--- config.mk ---
export PLATFORM = sky130hd
export DESIGN_NAME = ser_ctl_port
export DESIGN_NICKNAME = d
export VERILOG_FILES = /design/src/rtl/sp_pkg.sv /design/src/rtl/sp_sync.sv /design/src/rtl/sp_ctrl_rx.sv /design/src/rtl/sp_byte_rx.sv /design/src/rtl/sp_stat_tx.sv /design/src/rtl/ser_ctl_port.sv
export SDC_FILE = /design/constraint.sdc
export NUM_CORES = 1
export LEC_CHECK = 0
export BUFFER_PORTS_ARGS = -buffer_cell sky130_fd_sc_hd__buf_2
export CORE_MARGIN = 2
export CORE_UTILIZATION = 51
export CTS_BUF_LIST = sky130_fd_sc_hd__clkbuf_2 sky130_fd_sc_hd__clkbuf_4 sky130_fd_sc_hd__clkbuf_8
export CTS_CLUSTER_SIZE = 24
export DETAILED_ROUTE_END_ITERATION = 16
export PLACE_DENSITY_LB_ADDON = 0.3
export SLEW_MARGIN = 10
export SYNTH_ARGS = -nofsm -noshare
export SYNTH_HDL_FRONTEND = slang
export SYNTH_SLANG_ARGS = --single-unit
export TNS_END_PERCENT = 30
--- constraint.sdc ---
create_clock -name clk -period 4.5 [get_ports clk]
set_input_delay 0.675 -clock clk [delete_from_list [all_inputs] [get_ports clk]]
set_output_delay 0.675 -clock clk [all_outputs]
set_load 0.005 [all_outputs]
--- src/rtl/sp_pkg.sv ---
package sp_pkg;

  localparam int ADDR_W = 8;

  // upper nibble shared by every valid address, lower nibble picks the mode
  localparam logic [3:0] SPACE_TAG = 4'hF;
  localparam logic [3:0] SEL_CTRL  = 4'hA;
  localparam logic [3:0] SEL_READ  = 4'hB;
  localparam logic [3:0] SEL_CRC   = 4'hC;

  typedef enum logic [1:0] {
    MODE_IDLE = 2'd0,
    MODE_CTRL = 2'd1,
    MODE_READ = 2'd2,
    MODE_CRC  = 2'd3
  } mode_e;

  function automatic mode_e decode_addr(input logic [ADDR_W-1:0] a, input logic full);
    mode_e m;
    m = MODE_IDLE;
    if (full && (a[7:4] == SPACE_TAG)) begin
      case (a[3:0])
        SEL_CTRL: m = MODE_CTRL;
        SEL_READ: m = MODE_READ;
        SEL_CRC:  m = MODE_CRC;
        default:  m = MODE_IDLE;
      endcase
    end
    return m;
  endfunction

endpackage

--- src/rtl/sp_sync.sv ---
// Multi-stage synchronizer for a bundle of asynchronous host lines.
module sp_sync #(
  parameter int WIDTH  = 3,
  parameter int STAGES = 2
) (
  input  logic             clk,
  input  logic             rst,
  input  logic [WIDTH-1:0] din,
  output logic [WIDTH-1:0] dout
);
  localparam int CHAIN_W = WIDTH * STAGES;

  logic [CHAIN_W-1:0] chain_q;

  generate
    if (STAGES == 1) begin : g_single
      always_ff @(posedge clk) begin
        if (rst) chain_q <= '0;
        else     chain_q <= din;
      end
    end else begin : g_multi
      always_ff @(posedge clk) begin
        if (rst) chain_q <= '0;
        else     chain_q <= {chain_q[CHAIN_W-WIDTH-1:0], din};
      end
    end
  endgenerate

  assign dout = chain_q[CHAIN_W-1 -: WIDTH];

endmodule

--- src/rtl/sp_ctrl_rx.sv ---
// Control-word receiver: shadow shift register, committed only on a
// closing enable edge after exactly CTRL_W bits.
module sp_ctrl_rx #(
  parameter int CTRL_W = 16
) (
  input  logic              clk,
  input  logic              rst,
  input  logic              active,
  input  logic              bit_stb,
  input  logic              bit_val,
  input  logic              close,
  output logic [CTRL_W-1:0] ctrl_word
);
  localparam int CNT_W = $clog2(CTRL_W + 2);
  localparam logic [CNT_W-1:0] CNT_FULL = CNT_W'(CTRL_W);
  localparam logic [CNT_W-1:0] CNT_OVER = CNT_W'(CTRL_W + 1);

  logic [CTRL_W-1:0] shadow_q;
  logic [CTRL_W-1:0] ctrl_q;
  logic [CNT_W-1:0]  cnt_q;

  always_ff @(posedge clk) begin
    if (rst) begin
      shadow_q <= '0;
      cnt_q    <= '0;
    end else if (!active || close) begin
      cnt_q <= '0;
    end else if (bit_stb) begin
      shadow_q <= {bit_val, shadow_q[CTRL_W-1:1]};
      if (cnt_q != CNT_OVER) cnt_q <= cnt_q + 1'b1;
    end
  end

  always_ff @(posedge clk) begin
    if (rst)                                     ctrl_q <= '0;
    else if (active && close && cnt_q == CNT_FULL) ctrl_q <= shadow_q;
  end

  assign ctrl_word = ctrl_q;


  bad_length_chk: assert property (@(posedge clk) disable iff (rst)
    (close && cnt_q != CNT_FULL) |=> $stable(ctrl_q));

endmodule

--- src/rtl/sp_byte_rx.sv ---
// Byte assembler for the checker stream: one strobe per completed byte.
module sp_byte_rx #(
  parameter int BYTE_W = 8
) (
  input  logic              clk,
  input  logic              rst,
  input  logic              active,
  input  logic              bit_stb,
  input  logic              bit_val,
  output logic              byte_valid,
  output logic [BYTE_W-1:0] byte_data
);
  localparam int CNT_W = (BYTE_W > 2) ? $clog2(BYTE_W) : 1;
  localparam logic [CNT_W-1:0] CNT_LAST = CNT_W'(BYTE_W - 1);

  logic [BYTE_W-1:0] sh_q;
  logic [BYTE_W-1:0] data_q;
  logic [CNT_W-1:0]  cnt_q;
  logic              valid_q;

  always_ff @(posedge clk) begin
    if (rst) begin
      sh_q    <= '0;
      data_q  <= '0;
      cnt_q   <= '0;
      valid_q <= 1'b0;
    end else begin
      valid_q <= 1'b0;
      if (!active) begin
        cnt_q <= '0;
      end else if (bit_stb) begin
        sh_q <= {bit_val, sh_q[BYTE_W-1:1]};
        if (cnt_q == CNT_LAST) begin
          cnt_q   <= '0;
          data_q  <= {bit_val, sh_q[BYTE_W-1:1]};
          valid_q <= 1'b1;
        end else begin
          cnt_q <= cnt_q + 1'b1;
        end
      end
    end
  end

  assign byte_valid = valid_q;
  assign byte_data  = data_q;


  single_strobe_chk: assert property (@(posedge clk) disable iff (rst)
    valid_q |=> !valid_q);

endmodule

--- src/rtl/sp_stat_tx.sv ---
// Read-back shifter: captured word leaves LSB first, one bit per falling
// host-clock edge, ones fill behind it so the line ends up released.
module sp_stat_tx #(
  parameter int STAT_W = 16
) (
  input  logic              clk,
  input  logic              rst,
  input  logic              load,
  input  logic [STAT_W-1:0] stat_in,
  input  logic              clear,
  input  logic              shift,
  output logic              sdo_low
);
  logic [STAT_W-1:0] sh_q;
  logic              low_q;

  always_ff @(posedge clk) begin
    if (rst) begin
      sh_q  <= '1;
      low_q <= 1'b0;
    end else if (load) begin
      sh_q  <= stat_in;
      low_q <= 1'b0;
    end else if (clear) begin
      sh_q  <= '1;
      low_q <= 1'b0;
    end else if (shift) begin
      low_q <= ~sh_q[0];
      sh_q  <= {1'b1, sh_q[STAT_W-1:1]};
    end
  end

  assign sdo_low = low_q;


  released_after_load_chk: assert property (@(posedge clk) disable iff (rst)
    load |=> !low_q);

endmodule

--- src/rtl/ser_ctl_port.sv ---
module ser_ctl_port
  import sp_pkg::*;
#(
  parameter int CTRL_W      = 16,
  parameter int STAT_W      = 16,
  parameter int BYTE_W      = 8,
  parameter int SYNC_STAGES = 2
) (
  input  logic              clk,
  input  logic              rst,
  input  logic              host_clk,
  input  logic              host_en,
  input  logic              host_di,
  input  logic [STAT_W-1:0] status_word,
  output logic              sdo_low,
  output logic [CTRL_W-1:0] ctrl_word,
  output logic              crc_byte_valid,
  output logic [BYTE_W-1:0] crc_byte
);
  localparam int ACNT_W = $clog2(ADDR_W + 1);
  localparam logic [ACNT_W-1:0] ACNT_FULL = ACNT_W'(ADDR_W);

  // synchronized host lines: bit0 clock, bit1 enable, bit2 data
  logic [2:0] lvl;
  logic       hc_q, en_q;
  logic       hc_rise, hc_fall, en_rise, en_fall, di_lvl, en_lvl;

  sp_sync #(.WIDTH(3), .STAGES(SYNC_STAGES)) u_sync (
    .clk  (clk),
    .rst  (rst),
    .din  ({host_di, host_en, host_clk}),
    .dout (lvl)
  );

  always_ff @(posedge clk) begin
    if (rst) begin
      hc_q <= 1'b0;
      en_q <= 1'b0;
    end else begin
      hc_q <= lvl[0];
      en_q <= lvl[1];
    end
  end

  assign hc_rise = lvl[0] & ~hc_q;
  assign hc_fall = ~lvl[0] & hc_q;
  assign en_rise = lvl[1] & ~en_q;
  assign en_fall = ~lvl[1] & en_q;
  assign en_lvl  = lvl[1];
  assign di_lvl  = lvl[2];

  // address phase and mode selection
  logic [ADDR_W-1:0] addr_q;
  logic [ACNT_W-1:0] acnt_q;
  mode_e             mode_q;
  mode_e             sel_mode;
  logic              addr_take;

  assign sel_mode  = decode_addr(addr_q, acnt_q == ACNT_FULL);
  assign addr_take = hc_rise && !en_lvl && (mode_q == MODE_IDLE);

  always_ff @(posedge clk) begin
    if (rst) begin
      addr_q <= '0;
      acnt_q <= '0;
      mode_q <= MODE_IDLE;
    end else if (en_rise) begin
      mode_q <= sel_mode;
      acnt_q <= '0;
    end else if (en_fall) begin
      mode_q <= MODE_IDLE;
      acnt_q <= '0;
    end else if (addr_take) begin
      addr_q <= {di_lvl, addr_q[ADDR_W-1:1]};
      if (acnt_q != ACNT_FULL) acnt_q <= acnt_q + 1'b1;
    end
  end

  // data-phase engines
  sp_ctrl_rx #(.CTRL_W(CTRL_W)) u_ctrl (
    .clk       (clk),
    .rst       (rst),
    .active    (mode_q == MODE_CTRL),
    .bit_stb   (hc_rise),
    .bit_val   (di_lvl),
    .close     (en_fall),
    .ctrl_word (ctrl_word)
  );

  sp_byte_rx #(.BYTE_W(BYTE_W)) u_bytes (
    .clk        (clk),
    .rst        (rst),
    .active     (mode_q == MODE_CRC),
    .bit_stb    (hc_rise),
    .bit_val    (di_lvl),
    .byte_valid (crc_byte_valid),
    .byte_data  (crc_byte)
  );

  sp_stat_tx #(.STAT_W(STAT_W)) u_stat (
    .clk     (clk),
    .rst     (rst),
    .load    (en_rise && (sel_mode == MODE_READ)),
    .stat_in (status_word),
    .clear   ((mode_q != MODE_READ) || en_fall),
    .shift   (hc_fall && (mode_q == MODE_READ)),
    .sdo_low (sdo_low)
  );


  mode_entry_chk: assert property (@(posedge clk) disable iff (rst)
    (mode_q != MODE_IDLE && $past(mode_q) == MODE_IDLE) |-> $past(en_rise));


  line_release_chk: assert property (@(posedge clk) disable iff (rst)
    (mode_q != MODE_READ) |-> !sdo_low);


  ctrl_on_close_chk: assert property (@(posedge clk) disable iff (rst)
    !$stable(ctrl_word) |-> $past(en_fall));


  strobe_mode_chk: assert property (@(posedge clk) disable iff (rst)
    crc_byte_valid |-> $past(mode_q == MODE_CRC));

endmodule

==> flow_metrics.env, run 1 <==
export IMPL_synth_edf_count=0
export IMPL_synth_largest_area_cell="dfxtp_1"
export IMPL_grt_pass1_vias=3232
export IMPL_setup_ws_ns=2.122
export IMPL_cp_arrival_ns=2.62
export IMPL_rsz0062_at_grt="no"
export IMPL_drc_errors=0
export IMPL_drv_slew=0
export IMPL_multi_input_area_um2=1984
export IMPL_p_leak_nw=1.560
export IMPL_post_cts_resized=0
export IMPL_dp_hpwl_mm=5.304
export IMPL_root_buffer="clkbuf_8"
export IMPL_fin_crit_sh_pct=52.85
export IMPL_die_y_um=93.52
export IMPL_initial_core_util_pct=52.88
export IMPL_first_iter_violations=141
export IMPL_max_freq_ghz=0.4205
export IMPL_std_cell_rows=32
export IMPL_fin_skew_ns=0.009020
export IMPL_dr_total_vias=3388
export IMPL_hold_path_class="reg2reg"
export IMPL_synth_warning_count=0
export IMPL_min_path_cells=1
export IMPL_dr_pass1_iters=5
export IMPL_place_congestion=0.7724
export IMPL_drive_gt1_share_pct=14.78
export IMPL_fin_util_pct=58.24
export IMPL_pre_cts_ws_ns=2.151
export IMPL_die_area_um2=8745
export IMPL_cts_tree="done"
export IMPL_end_kind="flip-flop"
export IMPL_io_buffers=46
export IMPL_boundaryPins=47
export IMPL_syn_avg_cell_area_um2=8.713
export IMPL_r2r_setup_slack_ns=2.12
export IMPL_min_from="u_sync.chain_q[0]$_SDFF_PP0_"
export IMPL_grt_max_degree=65
export IMPL_syn_to_final_growth_pct=10.13
export IMPL_reg2reg_from="u_sync.chain_q[4]$_SDFF_PP0_"
export IMPL_grt_overflow_total=0
export IMPL_path_max_fanout=22
export IMPL_syn_nets=499
export IMPL_period_needed_ns=2.378
export IMPL_track_usage_pct=19.98
export IMPL_register_area_um2=1902
export IMPL_p_per_area_nw_per_um2=326.4
export IMPL_htreeDepth=3
export IMPL_crit_path_start_kind="flip-flop"
export IMPL_core_um2=7727
export IMPL_postCtsSetupBuffers=0
export IMPL_r2r_end="u_stat.sh_q[3]$_SDFFE_PP1P_"
export IMPL_num_fill_cells=717
export IMPL_num_nets_final=519
export IMPL_max_cap_violations=0
export IMPL_synth_ff_latch_count=95
export IMPL_yosysMostFrequentCell="dfxtp_1"
export IMPL_fin_tns_setup_ns=0
export IMPL_reg2regPathDepth=5
export IMPL_clk_pin_slew_ns=0.09
export IMPL_antenna_found_initial=0
export IMPL_grt_first_pass_wirelength_mm=14.27
export IMPL_syn_area_um2=4086
export IMPL_tightest_slew_ns=0.9355
export IMPL_cts_hold_fix_buffers=0
export IMPL_via_per_inst=5.685
export IMPL_synth_top_area_share_pct=46.54
export IMPL_clk_path_buf_depth=2
export IMPL_clk_latency_ns=0.36
export IMPL_cp_required_ns=4.74
export IMPL_finalHoldViolCount=0
export IMPL_peakVddDrop_mv=0.1588
export IMPL_synth_cell_type_count=41
export IMPL_hold_end="u_sync.chain_q[3]$_SDFF_PP0_"
export IMPL_ant_nets=0
export IMPL_synth_cells=469
export IMPL_async_reset_ff_share_pct=0
export IMPL_seq_area_frac_synth_pct=46.54
export IMPL_clkSinkCount=95
export IMPL_wire_per_inst_um=13.87
export IMPL_antenna_cells=0
export IMPL_setup_viol=0
export IMPL_synth_ff_type="dfxtp_1"
export IMPL_status="finished, final reports clean"
export IMPL_die_x_um=93.52
export IMPL_synth_area_leaders="dfxtp_1 47%, a21oi_1 7.8%, o21ai_0 6.5%, nand3_1 6.4%, mux2i_1 4.7%"
export IMPL_cts_buffers=9
export IMPL_drt_total_wl_mm=8.268
export IMPL_critPathKind="reg2reg"
export IMPL_relSlewSlack_pct=37.36
export IMPL_synthTopCellsByCount="95 x dfxtp_1, 64 x a21oi_1, 53 x o21ai_0"
-- report_power, final --
group | total (W) | switching [W] | internal, W
Sequential | 0.000849 | 0.00000605 | 0.000843
Clock | 0.000572 | 0.000298 | 0.000273
Combinational | 0.0000479 | 0.0000301 | 0.0000178
Total | 0.00147 | 0.000334 | 0.00113
-- routing by layer --
layer  share of wire (%)  routed length [um]  GRT usage [%]
met4                 1.2                  97          7.843
met3                 3.8                 317          3.626
met5                   0                   0              0
met2                  46                3773          33.45
met1                  49                4079          25.48
-- worst max path at each step --
stage,start,end,slack (ns)
after detailed placement,u_sync.chain_q[4]$_SDFF_PP0_,u_stat.sh_q[3]$_SDFFE_PP1P_,2.15
after global placement,u_sync.chain_q[4]$_SDFF_PP0_,u_stat.sh_q[4]$_SDFFE_PP1P_,2.21
after floorplan,rst,u_stat.sh_q[10]$_SDFFE_PP1P_,2.66
after CTS,u_sync.chain_q[4]$_SDFF_PP0_,u_stat.sh_q[3]$_SDFFE_PP1P_,2.14
after global routing,u_sync.chain_q[4]$_SDFF_PP0_,u_stat.sh_q[3]$_SDFFE_PP1P_,1.96
final,u_sync.chain_q[4]$_SDFF_PP0_,u_stat.sh_q[3]$_SDFFE_PP1P_,2.12
-- critical path: stages, from the launching register on --
cell and delay, ns:
dfxtp_1 0.42, inv_1 0.08, ha_1 0.44, or4b_1 0.89, a211oi_1 0.31, mux2i_1 0.12
-- sequential cells by signal, summed over array words and instances (netlist names) --
| register | count |
|---|---|
| hc_q | 1 |
| addr_q | 8 |
| u_stat.sh_q | 16 |
| en_q | 1 |
| mode_q | 2 |
| acnt_q | 4 |
| u_bytes.byte_data | 8 |
| u_stat.sdo_low | 1 |
| u_ctrl.cnt_q | 5 |
| u_ctrl.ctrl_word | 16 |
| u_sync.chain_q | 6 |
| u_bytes.cnt_q | 3 |
| u_ctrl.shadow_q | 16 |
| u_bytes.sh_q | 7 |
| u_bytes.byte_valid | 1 |
-- cell usage in the layout, fill, tap and decap left out, types with 2 or more instances in the layout --
cell type,netlist,layout
nand4bb_1,2,2
nand4b_1,2,2
and4b_2,2,2
nor3_1,3,3
nand2_1,29,29
a21oi_1,64,64
dfxtp_1,95,95
nor2_1,17,17
nor2b_1,8,8
buf_4,0,2
nor3b_1,2,2
nand3_1,52,52
nand4_1,2,2
inv_1,9,9
clkinv_4,0,2
or4_1,3,3
o21ai_0,53,53
clkinvlp_4,0,3
o22ai_1,2,2
mux2i_1,19,19
nand2b_1,3,3
clkbuf_8,0,10
and3b_1,16,16
buf_2,3,46
a211oi_1,15,15
or3_1,4,4
ha_1,9,9
nand3b_1,5,5
-- area by class of cell --
cell class | instances | area share (%)
Clock buffer | 10 | 3.058
Clock inverter | 6 | 1.557
Inverter | 9 | 0.7506
Multi-Input combinational cell | 326 | 44.09
Sequential cell | 95 | 42.26
Tap cell | 102 | 2.836
Timing Repair Buffer | 48 | 5.449
-- kinds of logic after synthesis --
kind of cell,after synthesis,share of synthesized area [%]
and+or+nand+nor,160,22.81
AOI/OAI and AO/OA,137,17.97
DFF,95,46.54
buffers and inverters,48,5.052
muxes,19,4.654
adders and majority gates,9,2.756
xor gates and xnor gates,1,0.2144
-- stage by stage --
step | instances | power (W) | hold slack, ns | instance area, um^2
floorplan | 469 | 0.0008999 | 0.4138 | 4086
global placement | 580 | 0.0009155 | 0.4202 | 4293
detailed placement | 580 | 0.0009167 | 0.4275 | 4293
CTS | 596 | 0.001477 | 0.4476 | 4501
global route | 596 | 0.001525 | 0.4620 | 4501
finish | 596 | 0.001469 | 0.4444 | 4501
Note: power is estimated with default switching activity, not from simulation.
==> run 2, diff against run 1 <==
Settings changed: ABC_AREA set to 1.
Clock period 4.5 ns to 2.05 ns, I/O delays scaled along.
==> flow_metrics.env, run 2 <==
export IMPL_dp_hpwl_mm=5.227
export IMPL_dr_pass1_iters=4
export IMPL_die_area_um2=8870
export IMPL_std_cell_rows=32
export IMPL_final_cell_mix="95 x dfxtp_1, 70 x nor2_1, 68 x inv_1"
export IMPL_period_needed_ns=1.888
export IMPL_syn_to_final_growth_pct=11.64
export IMPL_num_nets_final=605
export IMPL_reg2reg_from="u_sync.chain_q[4]$_SDFF_PP0_"
export IMPL_root_buffer="clkbuf_8"
export IMPL_relSlewSlack_pct=72.27
export IMPL_clk_pin_slew_ns=0.08
export IMPL_antenna_found_initial=0
export IMPL_p_leak_nw=2.210
export IMPL_post_cts_resized=0
export IMPL_async_reset_ff_share_pct=0
export IMPL_syn_avg_cell_area_um2=7.782
export IMPL_seq_area_frac_synth_pct=45.85
export IMPL_end_kind="flip-flop"
export IMPL_drive_gt1_share_pct=16.38
export IMPL_drv_slew=0
export IMPL_cts_buffers=9
export IMPL_cts_tree="done"
export IMPL_grt_pass1_vias=3167
export IMPL_synthTopCellsByCount="95 x dfxtp_1, 70 x nor2_1, 68 x inv_1"
export IMPL_grt_first_pass_wirelength_mm=13.83
export IMPL_synth_largest_area_cell="dfxtp_1"
export IMPL_die_y_um=94.18
export IMPL_yosysMostFrequentCell="dfxtp_1"
export IMPL_core_um2=7807
export IMPL_drc_errors=0
export IMPL_cp_arrival_ns=2.14
export IMPL_synth_top_area_share_pct=45.85
export IMPL_track_usage_pct=19.17
export IMPL_r2r_setup_slack_ns=0.16
export IMPL_synth_area_leaders="dfxtp_1 46%, nor2_1 6.3%, inv_1 6.2%, o21ai_0 5.9%, nand2_1 5.9%"
export IMPL_dr_total_vias=3434
export IMPL_syn_nets=563
export IMPL_io_buffers=46
export IMPL_reg2regPathDepth=8
export IMPL_max_cap_violations=0
export IMPL_fin_crit_sh_pct=92.08
export IMPL_ant_nets=0
export IMPL_min_from="host_di"
export IMPL_grt_overflow_total=0
export IMPL_fin_tns_setup_ns=0
export IMPL_status="finished, final reports clean"
export IMPL_synth_cell_type_count=33
export IMPL_tightest_slew_ns=0.4150
export IMPL_clk_latency_ns=0.36
export IMPL_initial_core_util_pct=53.13
export IMPL_layout_commonest_cell="dfxtp_1"
export IMPL_fin_area_um2=4631
export IMPL_first_iter_violations=142
export IMPL_peakVddDrop_mv=0.5112
export IMPL_setup_viol=0
export IMPL_boundaryPins=47
export IMPL_syn_area_um2=4148
export IMPL_hold_end="u_sync.chain_q[2]$_SDFF_PP0_"
export IMPL_r2r_end="u_ctrl.shadow_q[10]$_SDFFE_PP0P_"
export IMPL_die_x_um=94.18
export IMPL_max_freq_ghz=0.5298
export IMPL_drt_total_wl_mm=7.810
export IMPL_crit_chain="inv_1 -> ha_1 -> inv_1 -> nand3_1 -> nor2_8 -> inv_2 -> nor2_1 -> nor2_1"
export IMPL_grt_max_degree=33
export IMPL_cp_slowest_stage_delay_ns=0.46
export IMPL_synth_edf_count=0
export IMPL_fin_skew_ns=0.01255
export IMPL_clkSinkCount=95
export IMPL_place_congestion=0.7959
export IMPL_cp_required_ns=2.30
export IMPL_synth_cells=533
export IMPL_wire_per_inst_um=11.45
export IMPL_crit_path_start_kind="flip-flop"
export IMPL_synth_ff_type="dfxtp_1"
export IMPL_crit_path_top_delay_cell="dfxtp_1"
export IMPL_num_fill_cells=724
export IMPL_cts_hold_fix_buffers=0
export IMPL_postCtsSetupBuffers=0
export IMPL_htreeDepth=3
export IMPL_hold_path_class="in2reg"
export IMPL_critPathKind="reg2reg"
export IMPL_via_per_inst=5.035
export IMPL_placed_cell_area_um2=4431
export IMPL_antenna_cells=0
export IMPL_rsz0062_at_grt="yes"
export IMPL_finalHoldViolCount=0
export IMPL_p_per_area_nw_per_um2=717.7
export IMPL_min_path_cells=3
export IMPL_synth_warning_count=0
export IMPL_clk_path_buf_depth=2
export IMPL_synth_ff_latch_count=95
export IMPL_path_max_fanout=17
run 2: cells by family after synthesis:
logic type	after synthesis	synth area share (%)
XOR/XNOR	3	0.6336
AO/OA/AOI/OAI	105	13.00
adder cells (fa/ha/maj)	9	2.715
AND/OR/NAND/NOR	222	27.36
flip-flops	95	45.85
buffers and inverters	99	10.44
run 2: power by group:
group / switching [W] / internal [W] / leakage, nW
Sequential: 0.0000292 / 0.00188 / 0.769
Clock: 0.000634 / 0.000573 / 0.0994
Combinational: 0.000131 / 0.0000773 / 1.34
Total: 0.000794 / 0.00253 / 2.21
run 2: per-layer routing:
| metal | GRT usage, % | vias up | wire length (um) |
|---|---|---|---|
| met5 | 0 | - | 0 |
| met4 | 4.952 | 0 | 79 |
| met3 | 5.217 | 6 | 353 |
| met2 | 32.56 | 61 | 3672 |
| met1 | 24.04 | 1556 | 3704 |
| li1 | - | 1811 | - |
run 2: cell type report:
class | instances | area (um^2) | area share [%]
multi-input cells | 339 | 1821 | 39.31
inverters | 74 | 282.8 | 6.106
repair buffers | 56 | 305.3 | 6.593
clock inverters | 6 | 61.31 | 1.324
flip-flops and latches | 95 | 1902 | 41.07
clock buffers | 10 | 131.4 | 2.837
well taps | 102 | 127.6 | 2.756
run 2: worst max path at each step:
stage                                      start                          endpoint  slack, ns
floorplan           u_sync.chain_q[4]$_SDFF_PP0_       u_stat.sh_q[6]$_SDFFE_PP1P_       0.42
global placement    u_sync.chain_q[4]$_SDFF_PP0_       u_stat.sh_q[3]$_SDFFE_PP1P_       0.24
detailed placement  u_sync.chain_q[4]$_SDFF_PP0_       u_stat.sh_q[4]$_SDFFE_PP1P_       0.19
CTS                 u_sync.chain_q[4]$_SDFF_PP0_       u_stat.sh_q[1]$_SDFFE_PP1P_       0.16
global route        u_sync.chain_q[4]$_SDFF_PP0_  u_ctrl.shadow_q[15]$_SDFFE_PP0P_     -0.002
finish              u_sync.chain_q[4]$_SDFF_PP0_  u_ctrl.shadow_q[10]$_SDFFE_PP0P_       0.16
run 2: worst max-delay path: cells and delay by family (launching register included):
kind | cells | cell delay, ns
adder cells (fa/ha/maj) | 1 | 0.21
buffers and inverters | 3 | 0.45
flip-flops | 1 | 0.46
AND/OR/NAND/NOR | 4 | 0.66
run 2: metrics by stage:
stage | setup WS, ns | power [W] | util, % | hold slack [ns] | cells
floorplan | 0.4194 | 0.002098 | - | 0.3883 | 533
global placement | 0.2414 | 0.002150 | 56.75 | 0.3949 | 666
detailed placement | 0.1939 | 0.002157 | 56.75 | 0.3992 | 666
CTS | 0.1551 | 0.003358 | 59.21 | 0.1398 | 682
global route | -0.001520 | 0.003452 | 59.31 | 0.1478 | 682
finish | 0.1623 | 0.003323 | 59.31 | 0.1500 | 682
==> run 3, diff against run 2 <==
Settings changed: SYNTH_HIERARCHICAL set to 1.
==> flow_metrics.env, run 3 <==
export IMPL_status="finished, final reports clean"
export IMPL_tightest_slew_ns=0.5008
export IMPL_r2r_end="u_stat/sh_q[13]$_SDFFE_PP1P_"
export IMPL_synth_cells=590
export IMPL_dp_cells=722
export IMPL_synth_cell_type_count=29
export IMPL_pre_cts_ws_ns=0.2467
export IMPL_met3_length_um=337
export IMPL_max_cap_violations=0
export IMPL_seq_area_frac_synth_pct=45.00
export IMPL_syn_area_um2=4227
export IMPL_path_max_fanout=16
export IMPL_cp_common_cell="nand2_1"
export IMPL_finalHoldViolCount=0
export IMPL_placed_cell_area_um2=4471
export IMPL_clk_latency_ns=0.36
export IMPL_synth_ff_latch_count=95
export IMPL_p_per_area_nw_per_um2=699.0
export IMPL_antenna_found_initial=0
export IMPL_end_kind="flip-flop"
export IMPL_syn_nets=621
export IMPL_period_needed_ns=1.840
export IMPL_die_area_um2=9032
export IMPL_synth_top_area_share_pct=45.00
export IMPL_async_reset_ff_share_pct=0
export IMPL_reg2reg_from="u_sync/chain_q[4]$_SDFF_PP0_"
export IMPL_postCtsSetupBuffers=0
export IMPL_hold_path_class="in2reg"
export IMPL_cp_arrival_ns=2.08
export IMPL_crit_path_top_delay_cell="dfxtp_1"
export IMPL_drc_errors=0
export IMPL_synthMuxAreaShare_pct=0
export IMPL_min_path_cells=3
export IMPL_synth_compound_area_share_pct=8.171
export IMPL_r2r_setup_slack_ns=0.21
export IMPL_synth_ff_type="dfxtp_1"
export IMPL_place_congestion=0.7892
export IMPL_synth_warning_count=6
export IMPL_grt_overflow_total=0
export IMPL_worstSetupStartpoint="u_sync/chain_q[4]$_SDFF_PP0_"
export IMPL_wl_met1_mm=3.917
export IMPL_cts_tree="done"
export IMPL_setup_ws_ns=0.2100
export IMPL_drv_slew=0
export IMPL_max_freq_ghz=0.5435
export IMPL_dr_total_vias=3582
export IMPL_fin_skew_ns=0.01552
export IMPL_initial_core_util_pct=51.96
export IMPL_num_fill_cells=754
export IMPL_routed_wl_met2_mm=3.696
export IMPL_htreeDepth=3
export IMPL_drt_total_wl_mm=8.074
export IMPL_fin_area_um2=4671
export IMPL_wire_per_inst_um=10.93
export IMPL_die_x_um=95.04
export IMPL_yosysMostFrequentCell="nand2_1"
export IMPL_grt_first_pass_wirelength_mm=14.01
export IMPL_clk_path_buf_depth=2
export IMPL_layout_commonest_cell="nand2_1"
export IMPL_fin_crit_sh_pct=89.76
export IMPL_dp_hpwl_mm=5.539
export IMPL_crit_end="u_stat/sh_q[13]$_SDFFE_PP1P_"
export IMPL_drive_gt1_share_pct=13.41
export IMPL_clk_pin_slew_ns=0.09
export IMPL_core_um2=8134
export IMPL_synthSimpleGateAreaFrac_pct=31.56
export IMPL_p_leak_nw=2.186
export IMPL_topRoutingLayerUsed="met4"
export IMPL_reg2regPathDepth=7
export IMPL_fin_tns_setup_ns=0
export IMPL_setup_viol=0
export IMPL_dr_pass1_iters=4
export IMPL_cts_buffers=9
export IMPL_std_cell_rows=33
export IMPL_rsz0062_at_grt="no"
export IMPL_final_cells=739
export IMPL_synth_largest_area_cell="dfxtp_1"
export IMPL_io_buffers=46
export IMPL_cts_hold_fix_buffers=0
export IMPL_clkSinkCount=95
export IMPL_synth_area_leaders="dfxtp_1 45%, nand2_1 11%, nor2_1 8.5%, inv_1 7.5%, nand3_1 5.2%"
export IMPL_cp_slowest_stage_delay_ns=0.40
export IMPL_grt_max_degree=33
export IMPL_synth_top_family_by_area="simple AND/OR/NAND/NOR gates"
export IMPL_boundaryPins=47
export IMPL_critPathKind="reg2reg"
export IMPL_peakVddDrop_mv=0.3344
export IMPL_grt_pass1_vias=3347
export IMPL_crit_chain="inv_1 -> ha_1 -> nand3b_1 -> nor2_4 -> nand2_1 -> nand2_1 -> nand3_1"
export IMPL_syn_avg_cell_area_um2=7.164
export IMPL_track_usage_pct=19.29
export IMPL_synthTopCellsByCount="122 x nand2_1, 96 x nor2_1, 95 x dfxtp_1"
export IMPL_synth_adder_area_share_pct=2.960
export IMPL_synth_xor_area_share_pct=0.2072
export IMPL_die_y_um=95.04
export IMPL_root_buffer="clkbuf_8"
export IMPL_via_per_inst=4.847
export IMPL_syn_to_final_growth_pct=10.51
export IMPL_synth_edf_count=0
export IMPL_antenna_cells=0
export IMPL_ant_nets=0
export IMPL_cp_required_ns=2.29
export IMPL_first_iter_violations=201
export IMPL_final_cell_mix="122 x nand2_1, 96 x nor2_1, 95 x dfxtp_1"
export IMPL_relSlewSlack_pct=66.41
export IMPL_num_nets_final=660
export IMPL_crit_path_start_kind="flip-flop"
==> run 3: how the worst min path moves through the flow <==
stage,from,to
after floorplan,rst,u_sync/chain_q[0]$_SDFF_PP0_
after global placement,u_sync/chain_q[0]$_SDFF_PP0_,u_sync/chain_q[3]$_SDFF_PP0_
after detailed placement,u_sync/chain_q[1]$_SDFF_PP0_,u_sync/chain_q[4]$_SDFF_PP0_
after CTS,host_di,u_sync/chain_q[2]$_SDFF_PP0_
after global routing,host_di,u_sync/chain_q[2]$_SDFF_PP0_
final,host_di,u_sync/chain_q[2]$_SDFF_PP0_
==> run 3: critical path: cells and delay by family, from the launching register on <==
kind,cells,cell delay (ns)
adders and majority gates,1,0.27
buffers and inverters,1,0.09
DFF,1,0.40
and+or+nand+nor,5,0.96
==> run 3: metrics by stage <==
step	power [W]	utilization, %	hold slack [ns]
3_5_place_dp	0.002149	54.96	0.3928
6_report	0.003265	57.42	0.1514
5_1_grt	0.003418	57.42	0.1530
2_1_floorplan	0.002100	-	0.3787
3_3_place_gp	0.002142	54.96	0.3953
4_1_cts	0.003303	57.28	0.1352
==> run 3: area by class of cell <==
cell class	instances	area (um^2)	area share, %
Multi-Input combinational cell	383	1831	39.19
Clock buffer	10	137.6	2.947
Clock inverter	6	51.30	1.098
Sequential cell	95	1902	40.72
Tap cell	105	131.4	2.813
Inverter	88	330.3	7.072
Timing Repair Buffer	52	287.8	6.161
==> run 3: metal layers <==
layer | up-vias | GRT usage [%]
li1 | 1905 | -
met1 | 1597 | 24.48
met2 | 68 | 32.27
met3 | 12 | 3.557
met4 | 0 | 8.213
met5 | - | 0
==> run 3: power by group <==
part           leakage, nW  switching, W  internal [W]  total (W)
clock network       0.0939      0.000664      0.000491    0.00115
logic                 1.32      0.000132     0.0000713   0.000203
registers            0.769     0.0000278       0.00188    0.00191
==> run 3: cell families (layout without fill, tap and decap cells) <==
| family | after synthesis | count (layout) |
|---|---|---|
| flip-flops | 95 | 95 |
| AO/OA/AOI/OAI | 69 | 69 |
| AND/OR/NAND/NOR | 302 | 303 |
| adder cells (fa/ha/maj) | 10 | 10 |
| XOR/XNOR | 1 | 1 |
| buffers and inverters | 113 | 156 |
==> run 3: timing repair <==
item	CTS	global route
gates resized for setup	0	0
hold endpoints to repair	0	0
endpoints found under the setup margin	0	1
